File: src/rtl/strmove_pkg.sv
package strmove_pkg;
    typedef enum logic [2:0] {
        ST_IDLE,
        ST_READ,
        ST_WRITE,
        ST_FINISH,
        ST_FAULT
    } mv_state_t;
endpackage

File: src/rtl/strmove_decode.sv
module strmove_decode #(
    parameter int          BW       = 8,
    parameter logic [BW-1:0] REP_CODE = 8'hF2,
    parameter logic [BW-1:0] MOV_CODE = 8'hA4
) (
    input  logic [BW-1:0] byte0,
    input  logic [BW-1:0] byte1,
    output logic          legal
);
    logic pfx_hit;
    logic op_hit;

    always_comb begin
        pfx_hit = (byte0 == REP_CODE);
        op_hit  = (byte1 == MOV_CODE);
        legal   = pfx_hit && op_hit;
    end
endmodule

File: src/rtl/strmove_regs.sv
module strmove_regs #(
    parameter int AW = 16,
    parameter int CW = 16
) (
    input  logic          clk,
    input  logic          rst_n,
    input  logic          load,
    input  logic [AW-1:0] ld_src,
    input  logic [AW-1:0] ld_dst,
    input  logic [CW-1:0] ld_cnt,
    input  logic          step,
    input  logic          down,
    output logic [AW-1:0] src_q,
    output logic [AW-1:0] dst_q,
    output logic [CW-1:0] cnt_q,
    output logic          cnt_zero,
    output logic          cnt_one
);
    localparam logic [AW-1:0] PTR_ONE = AW'(1);
    localparam logic [CW-1:0] CNT_ONE = CW'(1);

    logic [AW-1:0] src_next;
    logic [AW-1:0] dst_next;

    always_comb begin
        src_next = down ? (src_q - PTR_ONE) : (src_q + PTR_ONE);
        dst_next = down ? (dst_q - PTR_ONE) : (dst_q + PTR_ONE);
        cnt_zero = (cnt_q == '0);
        cnt_one  = (cnt_q == CNT_ONE);
    end

    always_ff @(posedge clk) begin
        if (!rst_n) begin
            src_q <= '0;
            dst_q <= '0;
            cnt_q <= '0;
        end else if (load) begin
            src_q <= ld_src;
            dst_q <= ld_dst;
            cnt_q <= ld_cnt;
        end else if (step) begin
            src_q <= src_next;
            dst_q <= dst_next;
            cnt_q <= cnt_q - CNT_ONE;
        end
    end

    // a step never takes an empty count below zero
    a_r4_no_underflow: assert property (@(posedge clk) disable iff (!rst_n)
        step |-> !cnt_zero);

    // with neither load nor step, the registers hold
    a_r6_hold_quiet: assert property (@(posedge clk) disable iff (!rst_n)
        (!load && !step) |=> ($stable(src_q) && $stable(dst_q) && $stable(cnt_q)));
endmodule

File: src/rtl/strmove_fsm.sv
module strmove_fsm
    import strmove_pkg::*;
#(
    parameter int DW = 8
) (
    input  logic          clk,
    input  logic          rst_n,
    input  logic          cmd_valid,
    input  logic          cmd_legal,
    input  logic          ld_en,
    input  logic          dir_in,
    input  logic          cnt_zero,
    input  logic          cnt_one,
    input  logic          mem_ack,
    input  logic [DW-1:0] mem_rdata,
    output logic          mem_req,
    output logic          mem_we,
    output logic [DW-1:0] data_q,
    output logic          dir_q,
    output logic          load_ok,
    output logic          step,
    output logic          busy,
    output logic          done,
    output logic          illegal
);
    mv_state_t state_q;
    mv_state_t state_d;
    logic      accept;

    // next-state logic
    always_comb begin
        state_d = state_q;
        accept  = 1'b0;
        unique case (state_q)
            ST_IDLE: begin
                if (!ld_en && cmd_valid) begin
                    accept = 1'b1;
                    if (!cmd_legal)    state_d = ST_FAULT;
                    else if (cnt_zero) state_d = ST_FINISH;
                    else               state_d = ST_READ;
                end
            end
            ST_READ:   if (mem_ack) state_d = ST_WRITE;
            ST_WRITE:  if (mem_ack) state_d = cnt_one ? ST_FINISH : ST_READ;
            ST_FINISH: state_d = ST_IDLE;
            ST_FAULT:  state_d = ST_IDLE;
            default:   state_d = ST_IDLE;
        endcase
    end

    // state register
    always_ff @(posedge clk) begin
        if (!rst_n) state_q <= ST_IDLE;
        else        state_q <= state_d;
    end

    // captured direction and byte buffer
    always_ff @(posedge clk) begin
        if (!rst_n) begin
            dir_q  <= 1'b0;
            data_q <= '0;
        end else begin
            if (accept)                         dir_q  <= dir_in;
            if (state_q == ST_READ && mem_ack)  data_q <= mem_rdata;
        end
    end

    // outputs
    always_comb begin
        mem_req = 1'b0;
        mem_we  = 1'b0;
        load_ok = 1'b0;
        step    = 1'b0;
        busy    = 1'b1;
        done    = 1'b0;
        illegal = 1'b0;
        unique case (state_q)
            ST_IDLE: begin
                busy    = 1'b0;
                load_ok = ld_en;
            end
            ST_READ:   mem_req = 1'b1;
            ST_WRITE: begin
                mem_req = 1'b1;
                mem_we  = 1'b1;
                step    = mem_ack;
            end
            ST_FINISH: done    = 1'b1;
            ST_FAULT:  illegal = 1'b1;
            default:   busy    = 1'b1;
        endcase
    end

    // completion is a single-cycle pulse
    a_r4_done_pulse: assert property (@(posedge clk) disable iff (!rst_n)
        done |=> !done);

    // illegal is a single-cycle pulse
    a_r6_illegal_pulse: assert property (@(posedge clk) disable iff (!rst_n)
        illegal |=> !illegal);

    // a read acknowledge is always followed by a write request
    a_r2_read_then_write: assert property (@(posedge clk) disable iff (!rst_n)
        (mem_req && !mem_we && mem_ack) |=> (mem_req && mem_we));
endmodule

File: src/rtl/strmove_engine.sv
module strmove_engine #(
    parameter int          AW       = 16,
    parameter int          CW       = 16,
    parameter int          DW       = 8,
    parameter logic [7:0]  REP_CODE = 8'hF2,
    parameter logic [7:0]  MOV_CODE = 8'hA4
) (
    input  logic          clk,
    input  logic          rst_n,
    input  logic          cmd_valid,
    input  logic [7:0]    cmd_prefix,
    input  logic [7:0]    cmd_opcode,
    input  logic          dir_down,
    input  logic          ld_en,
    input  logic [AW-1:0] ld_src,
    input  logic [AW-1:0] ld_dst,
    input  logic [CW-1:0] ld_cnt,
    output logic          mem_req,
    output logic          mem_we,
    output logic [AW-1:0] mem_addr,
    output logic [DW-1:0] mem_wdata,
    input  logic [DW-1:0] mem_rdata,
    input  logic          mem_ack,
    output logic          busy,
    output logic          done,
    output logic          illegal,
    output logic [AW-1:0] src_ptr,
    output logic [AW-1:0] dst_ptr,
    output logic [CW-1:0] count
);
    logic          legal;
    logic          load_ok;
    logic          step;
    logic          dir_q;
    logic          cnt_zero;
    logic          cnt_one;
    logic [DW-1:0] data_q;

    strmove_decode #(
        .BW       (8),
        .REP_CODE (REP_CODE),
        .MOV_CODE (MOV_CODE)
    ) u_decode (
        .byte0 (cmd_prefix),
        .byte1 (cmd_opcode),
        .legal (legal)
    );

    strmove_regs #(
        .AW (AW),
        .CW (CW)
    ) u_regs (
        .clk      (clk),
        .rst_n    (rst_n),
        .load     (load_ok),
        .ld_src   (ld_src),
        .ld_dst   (ld_dst),
        .ld_cnt   (ld_cnt),
        .step     (step),
        .down     (dir_q),
        .src_q    (src_ptr),
        .dst_q    (dst_ptr),
        .cnt_q    (count),
        .cnt_zero (cnt_zero),
        .cnt_one  (cnt_one)
    );

    strmove_fsm #(
        .DW (DW)
    ) u_fsm (
        .clk       (clk),
        .rst_n     (rst_n),
        .cmd_valid (cmd_valid),
        .cmd_legal (legal),
        .ld_en     (ld_en),
        .dir_in    (dir_down),
        .cnt_zero  (cnt_zero),
        .cnt_one   (cnt_one),
        .mem_ack   (mem_ack),
        .mem_rdata (mem_rdata),
        .mem_req   (mem_req),
        .mem_we    (mem_we),
        .data_q    (data_q),
        .dir_q     (dir_q),
        .load_ok   (load_ok),
        .step      (step),
        .busy      (busy),
        .done      (done),
        .illegal   (illegal)
    );

    always_comb begin
        mem_addr  = mem_we ? dst_ptr : src_ptr;
        mem_wdata = data_q;
    end

    // a pending request holds its address, direction and data
    a_r9_req_hold: assert property (@(posedge clk) disable iff (!rst_n)
        (mem_req && !mem_ack) |=> (mem_req && $stable(mem_addr) && $stable(mem_we) && $stable(mem_wdata)));

    // no memory traffic while idle
    a_r5_idle_quiet: assert property (@(posedge clk) disable iff (!rst_n)
        !busy |-> !mem_req);

    // an illegal pulse never coincides with memory traffic
    a_r6_no_access: assert property (@(posedge clk) disable iff (!rst_n)
        illegal |-> !mem_req);
endmodule

File: config.mk
export PLATFORM = sky130hd
export DESIGN_NAME = strmove_engine
export DESIGN_NICKNAME = d
export VERILOG_FILES = /design/src/rtl/strmove_pkg.sv /design/src/rtl/strmove_decode.sv /design/src/rtl/strmove_regs.sv /design/src/rtl/strmove_fsm.sv /design/src/rtl/strmove_engine.sv
export SDC_FILE = /design/constraint.sdc
export NUM_CORES = 1
export LEC_CHECK = 0
export BUFFER_PORTS_ARGS = -buffer_cell sky130_fd_sc_hd__buf_2
export CORE_MARGIN = 5
export CORE_UTILIZATION = 55
export CTS_CLUSTER_SIZE = 8
export DETAILED_ROUTE_END_ITERATION = 8
export PLACE_DENSITY = 0.87
export SYNTH_ARGS = -nofsm -noshare
export SYNTH_HDL_FRONTEND = slang
export SYNTH_SLANG_ARGS = --single-unit
File: constraint.sdc
create_clock -name clk -period 4.1 [get_ports clk]
set_input_delay 0.82 -clock clk [delete_from_list [all_inputs] [get_ports clk]]
set_output_delay 0.82 -clock clk [all_outputs]
set_load 0.01 [all_outputs]
# Yosys cells after proc, flatten, opt, wreduce, memory -nomap -nowiden
# Index checks and enable logic that the tools add are counted.
# W data, S select, Z words.
# word_totals
word_cells,55
register_bits,60
out_inout_bits,77
# op_classes
mux,25
n_eq_ne,10
n_addsub,5
reduce_logical,9
# op_table
operator,count
$mux W16,9
$sub A16 B1 Y16 const B,3
$add A16 B1 Y16 const B,2
$eq A16 B1 Y1 const B,1
$eq A8 B8 Y1 const B,2
$logic_not A16 Y1,1
$mux W3,4
$mux W1,9
$pmux W3 S3,1
$eq A3 B2 Y1 const B,2
$mux W2,2
$ne A2 B2 Y1 const B,2
$eq A3 B1 Y1 const B,1
$eq A3 B3 Y1 const B,1
$logic_and A1 B1 Y1,3
$logic_not A3 Y1,1
$reduce_and A3 Y1,1
$ne A2 B1 Y1 const B,1
$reduce_bool A2 Y1,1
$reduce_or A2 Y1,1
$logic_not A1 Y1,1

# Depth between registers and ports, before layout
# Gate-level depths: netlist of the first run.
# logic_depth
ltp_word,5
depth_mapped,9
mapped_depth_nobuf,8

# Hierarchy
# From an unflattened synthesis of the first run, not the netlist that was laid out.
# hier_totals
cells_unflattened,547
area_unflattened_um2,4528.1
# modules_own_cells
module,seq_area_each_um2,area_each_um2,cells_each,n_inst
strmove_regs,960.9,3641.0,461,1
strmove_fsm,240.2,584.3,63,1
strmove_engine,0.0,249.0,18,1
strmove_decode,0.0,53.8,5,1

# Least setup slack after synthesis of the first run
# No wires, ideal clock.
# synth_timing
kind,register to register
from,register u_fsm.dir_q
to,register u_regs.dst_q[12]
setup_slack_ps,1282
required_ps,3968
path_stages_with_launch,9
period_less_slack_ps,2818
t_arrival_ps,2687
path_buffers,0
path_cell_list,dfxtp_1 -> ha_1 -> a21oi_1 -> o21ai_0 -> a2111oi_0 -> o31ai_1 -> a211o_1 -> a31oi_1 -> nor3_1
# synth_between
elab_chain_cells,3
# synth_rtl
item,line_no,source
"start, declared",strmove_fsm.sv:19,"output logic dir_q,"
"start signal, assigned",strmove_fsm.sv:63,if (accept) dir_q <= dir_in;
$mux W16,strmove_regs.sv:27,dst_next = down ? (dst_q - PTR_ONE) : (dst_q + PTR_ONE);
$mux W16,strmove_regs.sv:41,end else if (step) begin
$mux W16,strmove_regs.sv:37,end else if (load) begin
"end signal, assigned",strmove_regs.sv:39,dst_q <= ld_dst;
"end signal, assigned",strmove_regs.sv:43,dst_q <= dst_next;
"end, declared",strmove_regs.sv:14,"output logic [AW-1:0] dst_q,"
# No other way between the ends. The select of a mux whose other input is x is not followed.
# A chain may end at the register's enable or synchronous reset.

# Final worst setup path of the first run
# layout_timing
from,register u_fsm.state_q[1]
to,output mem_addr[12]
# layout_between
elab_chain_cells,3
# layout_rtl
item,line_no,source
"start, declared",strmove_fsm.sv:26,mv_state_t state_q;
"start signal, assigned",strmove_fsm.sv:54,else state_q <= state_d;
$eq A3 B2 Y1,strmove_fsm.sv:77,unique case (state_q)
$mux W1,strmove_fsm.sv:77,
$mux W16,strmove_engine.sv:93,mem_addr = mem_we ? dst_ptr : src_ptr;
"end, declared",strmove_engine.sv:20,"output logic [AW-1:0] mem_addr,"
# No other way between the ends.

==> results.json, run 1 <==
{
  "synth_top_area_cell": "dfxtp_1",
  "via_count": 4828,
  "placement_rows": 32,
  "max_cap_viol_count": 0,
  "syn_inst": 544,
  "synth.yosys.seq_area_share_pct": 27.7,
  "clock_skew_ps": 13.7,
  "finalWorstPathRequiredPeriod_ps": 3350,
  "min_path_type": "register to register",
  "core_sq_mm": 0.00769,
  "ys_dominant_reg_cell": "dfxtp_1",
  "ratio_of_total_power_to_cell_area_mw_per_mm2": 472,
  "overflow": 0,
  "fillCellCount": 645,
  "clock_sinks": 60,
  "yosys_synthesis_warning_count": 0,
  "hpwlAfterDp_um": 9970,
  "synthesis.area_per_instance_sq_um": 7.96,
  "post-layout-total-power_uw": 2540,
  "cts.repair_timing.setup_buffer_count": 0,
  "netlist_area_sq_mm": 0.00433,
  "power.internal_uw": 1500,
  "synth.lib_cells_used.distinct": 63,
  "max-slew-margin-rel_pct": 26.7,
  "number_of_enable_type_register_cells_in_the_synthesized_netlist": 0,
  "detail_route.vias_per_cell": 6.10,
  "dieArea_sq_mm": 0.00975,
  "cts-root-buf": "clkbuf_8",
  "antenna-diode-count": 0,
  "clockBufferDepth": 2,
  "wirelength_routed_um": 13900,
  "route.detailed.wl_per_inst_um": 17.6,
  "num-nets-final": 795,
  "timing_worst_slew_pin_value_ps": 1090,
  "initial_utilization_pct": 56.3,
  "preCtsSetupSlack_ps": 1130,
  "vias_in_the_first_global_route": 4734,
  "start_kind": "register",
  "drt_first_pass_iters": 7,
  "final_layout_size_suffix_gt1_share_pct": 29.9,
  "maximum_clock_rate_mhz": 299,
  "hold_viol": 0,
  "cts_max_level": 3,
  "drcViolationCount": 0,
  "crit_path_max_fanout": 12,
  "layout-area-overhead-vs-synth_pct": 24.4,
  "port-buffer-count": 154,
  "grt_pass1_wl_um": 22600,
  "syn_nets": 655,
  "rsz0062_at_grt": "no",
  "report.final.setup_viol": 0,
  "sequential_share_of_power_pct": 32.5,
  "critical_path_required_time_ps": 3280,
  "destination_of_the_worst_register_to_register_timing_path": "u_regs.dst_q[12]",
  "dp.cells": 775,
  "cp_data_arrival_time_ps": 2530,
  "antenna_violating_nets_post_route": 0,
  "cp-startpoint": "u_fsm.state_q[1]",
  "worstSetupPathType": "register to primary output",
  "holdWs_ps": 500,
  "run_status": "completed",
  "final_critical_path_setup_slack_ps": 751,
  "cts_hold_buffers": 0,
  "layout.cells.non_filler": 791,
  "cts_tree": "built",
  "initial_antenna_violation_count": 0,
  "reg2regPathDepth": 9,
  "reg_clk_slew_reported_paths_ps": 80,
  "slew_violations": 0,
  "die_width_um": 98.7,
  "globalplace.congestion": 0.947,
  "insertion_delay_ps": 350,
  "cts_buffers": 9,
  "global_route_total_usage_across_every_layer_pct": 27.9,
  "chipHeight_um": 98.7,
  "vdd_drop_max_mv": 0.291,
  "synth_top_cell_area_share_pct": 27.7,
  "yosys_reg_bits": 60,
  "comb_power_share_pct": 43.1,
  "grt_max_degree": 59,
  "rr_startpoint": "u_fsm.dir_q",
  "synth-async-reset-ratio_pct": 0,
  "sw_frac_of_total_pct": 40.9,
  "leakage_power_of_the_design_uw": 0.00253,
  "synth.cells.most_frequent": "69 x nand2_1, 60 x dfxtp_1, 49 x nor2_1",
  "p_switching_uw": 1040,
  "finalSetupTns_ps": 0,
  "io_pins": 155,
  "cts_repair_resize_count": 0,
  "min_delay_worst_endpoint": "u_fsm.data_q[1]",
  "reg2reg_setup_slack_ps": 1020,
  "post_synth_main_area_contributors": "dfxtp_1 28%, ha_1 9.0%, nand2_1 6.0%",
  "hold_path_startpoint": "u_fsm.data_q[1]",
  "clkPwrFrac_pct": 24.4,
  "detail_route.iter0.violations": 307,
  "fin_crit_sh_pct": 81.7,
  "post-synth-top-count-cell": "nand2_1",
  "worst_setup_path_end_kind": "primary output",
  "holdPathStages": 2
}
[final cells by class]
cell class                 instances  area (sq um)  share of cell area, %
clock buffer                      11           141                   2.62
clock inverter                     5          85.1                   1.58
inverter                          12          45.0                  0.836
multi-input combinational        441          2970                   55.1
sequential                        60          1200                   22.3
tap                              102           128                   2.37
timing repair buffer             160           816                   15.1
[cell usage in the layout (no fill, tap or decap), types with 3 or more instances in the layout]
| master | Yosys | final |
|---|---|---|
| and3_1 | 3 | 3 |
| o21ai_0 | 29 | 29 |
| nand4_1 | 4 | 4 |
| buf_4 | 0 | 6 |
| nand3b_1 | 3 | 3 |
| buf_2 | 3 | 154 |
| nand2_1 | 69 | 68 |
| a211oi_1 | 11 | 11 |
| o211ai_1 | 3 | 3 |
| or4_1 | 3 | 3 |
| dfxtp_1 | 60 | 60 |
| nand3_1 | 11 | 11 |
| a311oi_1 | 12 | 12 |
| and2_1 | 4 | 4 |
| mux2i_1 | 13 | 13 |
| nor3_1 | 16 | 15 |
| inv_1 | 11 | 11 |
| a31oi_1 | 10 | 10 |
| or3_1 | 7 | 7 |
| o21a_1 | 3 | 3 |
| a21oi_1 | 45 | 45 |
| xor2_1 | 10 | 10 |
| o221ai_1 | 9 | 9 |
| a211o_1 | 3 | 3 |
| a21o_1 | 6 | 6 |
| nor2_1 | 49 | 49 |
| mux2_2 | 16 | 16 |
| clkbuf_8 | 0 | 10 |
| ha_1 | 31 | 31 |
| a221oi_1 | 5 | 5 |
| xnor2_1 | 21 | 21 |
| nor2b_1 | 5 | 5 |
[through the flow]
step	utilization, %	area [sq um]
after floorplan	-	4330
after global placement	67.1	5160
after detailed placement	67.1	5160
after CTS	70.1	5390
after global routing	70.1	5390
final	70.1	5390
[state kept, by name, summed over array words and instances, names as in the netlist]
name / cells
u_regs.cnt_q: 16
u_regs.dst_q: 16
u_regs.src_q: 16
u_fsm.data_q: 8
u_fsm.state_q: 3
u_fsm.dir_q: 1
[worst max-delay path: stages (launching register included)]
cell	delay [ps]
dfxtp_1	540
nor3b_2	780
buf_4	340
mux2_2	360
buf_2	150
[metal layers]
metal	GRT usage [%]	share of wire, %	vias up
met2	47.6	49	242
met5	0	0	-
li1	-	-	2289
met3	4.53	8.2	30
met1	34.7	41	2267
met4	11.9	2.3	0
[power groups by stage]
stage / sequential, uW / combinational (uW) / clock [uW]
after floorplan: 840 / 705 / 0
after detailed placement: 834 / 1070 / 0
after CTS: 822 / 1090 / 621
final: 826 / 1100 / 620
after global placement: 826 / 1040 / 0
after global routing: 842 / 1200 / 652
[worst max path at each step]
stage | to | slack, ps | depth (start not counted)
5_1_grt | u_regs.dst_q[14] | 660 | 9
3_5_place_dp | u_regs.dst_q[12] | 1130 | 9
4_1_cts | mem_addr[12] | 800 | 4
6_report | mem_addr[12] | 750 | 4
3_3_place_gp | u_regs.dst_q[12] | 1250 | 9
2_1_floorplan | u_regs.dst_q[12] | 1280 | 8
[kinds of logic (layout without fill, tap and decap cells)]
logic type	after synthesis	in the layout	share of synthesized area [%]
buf+inv	43	188	3.99
flops	60	60	27.7
xor+xnor	31	31	6.27
mux	29	29	7.16
compound gates	156	156	23.7
simple gates	192	192	21.3
fa+ha+maj	33	33	9.88
Note: power is estimated with default switching activity, not from simulation.
==> run 2: changes to the inputs <==
Settings changed: CORE_UTILIZATION 55 to 51, PLACE_DENSITY 0.87 to 0.82.
Clock period 4.1 ns to 3.1 ns, I/O delays scaled along.
==> run 2 against run 1 <==
Against the previous run:
- sequential power grew 32%
- critical path depth rose by 5
- register-to-register slack got worse by 740 ps
- clock power up 28%
- clock skew is 1.1 ps lower
- non-clock buffer count is 5 higher
- critical path type is now register to register
- worst setup slack worse by 470 ps
- via count fell by 1.8%
- sequential share of layout area is 0.13 points lower
- combinational power grew 32%
- worst hold slack lost 4.4 ps
- largest power group unchanged
- wire length fell by 2.6%
==> results.json, run 2 (same netlist as run 1, synthesis figures left out) <==
{
  "slowest_stage": "dfxtp_1",
  "crit_path_max_fanout": 17,
  "p_switching_uw": 1370,
  "cts.repair_timing.setup_buffer_count": 0,
  "reg2regPathDepth": 9,
  "run_status": "completed",
  "path_delay_family": "simple AND/OR/NAND/NOR gates",
  "hold_path_startpoint": "u_fsm.data_q[0]",
  "leakage_power_of_the_design_uw": 0.00255,
  "clkPwrFrac_pct": 23.9,
  "clock_skew_ps": 12.6,
  "grt_max_degree": 34,
  "global_route_total_usage_across_every_layer_pct": 26.0,
  "final_common_cell": "buf_2",
  "post-layout-total-power_uw": 3340,
  "wirelength_routed_um": 13600,
  "reg_top3": "u_regs.cnt_q x16, u_regs.dst_q x16, u_regs.src_q x16",
  "detail_route.vias_per_cell": 5.93,
  "timing_worst_slew_pin_value_ps": 613,
  "max-slew-margin-rel_pct": 59.0,
  "clock_sinks": 60,
  "destination_of_the_worst_register_to_register_timing_path": "u_regs.dst_q[15]",
  "cts-root-buf": "clkbuf_8",
  "sw_frac_of_total_pct": 40.9,
  "min_delay_worst_endpoint": "u_fsm.data_q[0]",
  "worst_setup_path_end_kind": "register",
  "cts_buffers": 9,
  "vdd_drop_max_mv": 0.309,
  "layout-area-overhead-vs-synth_pct": 25.1,
  "start_kind": "register",
  "comb_power_share_pct": 43.5,
  "final_layout_size_suffix_gt1_share_pct": 30.4,
  "port-buffer-count": 154,
  "sequential_share_of_power_pct": 32.7,
  "max_cap_viol_count": 0,
  "drcViolationCount": 0,
  "worstSetupPathType": "register to register",
  "critical_path_required_time_ps": 3300,
  "dieArea_sq_mm": 0.0104,
  "die_width_um": 102,
  "ratio_of_total_power_to_cell_area_mw_per_mm2": 616,
  "initial_antenna_violation_count": 0,
  "chipHeight_um": 102,
  "num-nets-final": 800,
  "cts_max_level": 3,
  "hpwlAfterDp_um": 10100,
  "reg2reg_setup_slack_ps": 280,
  "reg_clk_slew_reported_paths_ps": 80,
  "route.detailed.wl_per_inst_um": 17.0,
  "hold_viol": 0,
  "power.internal_uw": 1970,
  "initial_utilization_pct": 52.5,
  "detail_route.iter0.violations": 260,
  "vias_in_the_first_global_route": 4531,
  "drt_first_pass_iters": 6,
  "fin_crit_sh_pct": 90.9,
  "antenna-diode-count": 0,
  "globalplace.congestion": 0.888,
  "io_pins": 155,
  "grt_pass1_wl_um": 21700,
  "overflow": 0,
  "layout.cells.most_common_list": "154 x buf_2, 68 x nand2_1, 60 x dfxtp_1",
  "via_count": 4742,
  "clockBufferDepth": 2,
  "cp_data_arrival_time_ps": 3020,
  "max_stage_delay_ps": 490,
  "maximum_clock_rate_mhz": 355,
  "core_sq_mm": 0.00826,
  "report.final.setup_viol": 0,
  "rr_startpoint": "u_fsm.dir_q",
  "crit_path_cell_trace": "buf_4, ha_1, nand2_1, a2111oi_0, nor2_1, or3_1, nand3_1, mux2i_1, a221oi_1",
  "antenna_violating_nets_post_route": 0,
  "finalWorstPathRequiredPeriod_ps": 2820,
  "rsz0062_at_grt": "no",
  "slew_violations": 0,
  "insertion_delay_ps": 350,
  "finalSetupTns_ps": 0,
  "cts_tree": "built",
  "holdPathStages": 2,
  "min_path_type": "register to register",
  "path_buf_inv": 1,
  "placement_rows": 33
}
==> run 2: changes by cell type in the layout (fill, tap and decap cells not counted), sizes merged <==
| cell | previous run | this run |
|---|---|---|
| buf | 160 | 165 |
| clkbuf | 11 | 10 |
| clkinvlp | 1 | 2 |
==> run 2: worst reg2reg max path, cell delays in order, from the launching register on <==
cell	delay (ps)
dfxtp_1	490
buf_4	310
ha_1	260
nand2_1	90
a2111oi_0	480
nor2_1	220
or3_1	400
nand3_1	120
mux2i_1	210
a221oi_1	90
==> run 2: power by group through the flow <==
stage               logic, uW  clock network, uW  registers (uW)
floorplan                 933                  0            1110
global placement         1390                  0            1090
detailed placement       1430                  0            1100
CTS                      1440                799            1080
global route             1590                834            1110
finish                   1450                796            1090
==> run 2: worst max path at each step <==
stage	start	endpoint	slack [ps]	cells after the start
after floorplan	u_fsm.dir_q	u_regs.dst_q[12]	280	8
after global placement	u_fsm.dir_q	u_regs.dst_q[12]	400	9
after detailed placement	u_fsm.dir_q	u_regs.dst_q[14]	330	8
after CTS	u_fsm.dir_q	u_regs.dst_q[14]	280	9
after global routing	u_fsm.dir_q	u_regs.dst_q[15]	0.3	9
final	u_fsm.dir_q	u_regs.dst_q[15]	280	9
==> run 2: final cells by class <==
cell class | instances | area (sq um)
flip-flops and latches | 60 | 1200
clock buffers | 10 | 128
multi-input cells | 441 | 2970
clock inverters | 6 | 88.8
inverters | 12 | 45.0
well taps | 105 | 131
repair buffers | 165 | 853
fillers | 715 | 2840
==> run 2: routing by layer <==
metal	share of wire (%)	GRT usage, %
met5	0	0
met2	49	44.0
met1	42	33.5
met3	7.5	3.69
met4	2.1	9.89
==> run 2: what timing repair did <==
action	4_1_cts	5_1_grt
resized for setup	0	1
hold buffers	0	0
setup endpoints to repair	0	3
==> run 2: through the flow <==
step                utilization [%]  cells  area (sq um)  hold slack [ps]  worst slack [ps]
finish                         65.6    799          5420              495               283
global route                   65.6    799          5420              507             0.339
CTS                            65.6    799          5420              490               285
detailed placement             63.0    783          5200              477               329
global placement               63.0    783          5200              467               402
floorplan                         -    544          4330              501               282
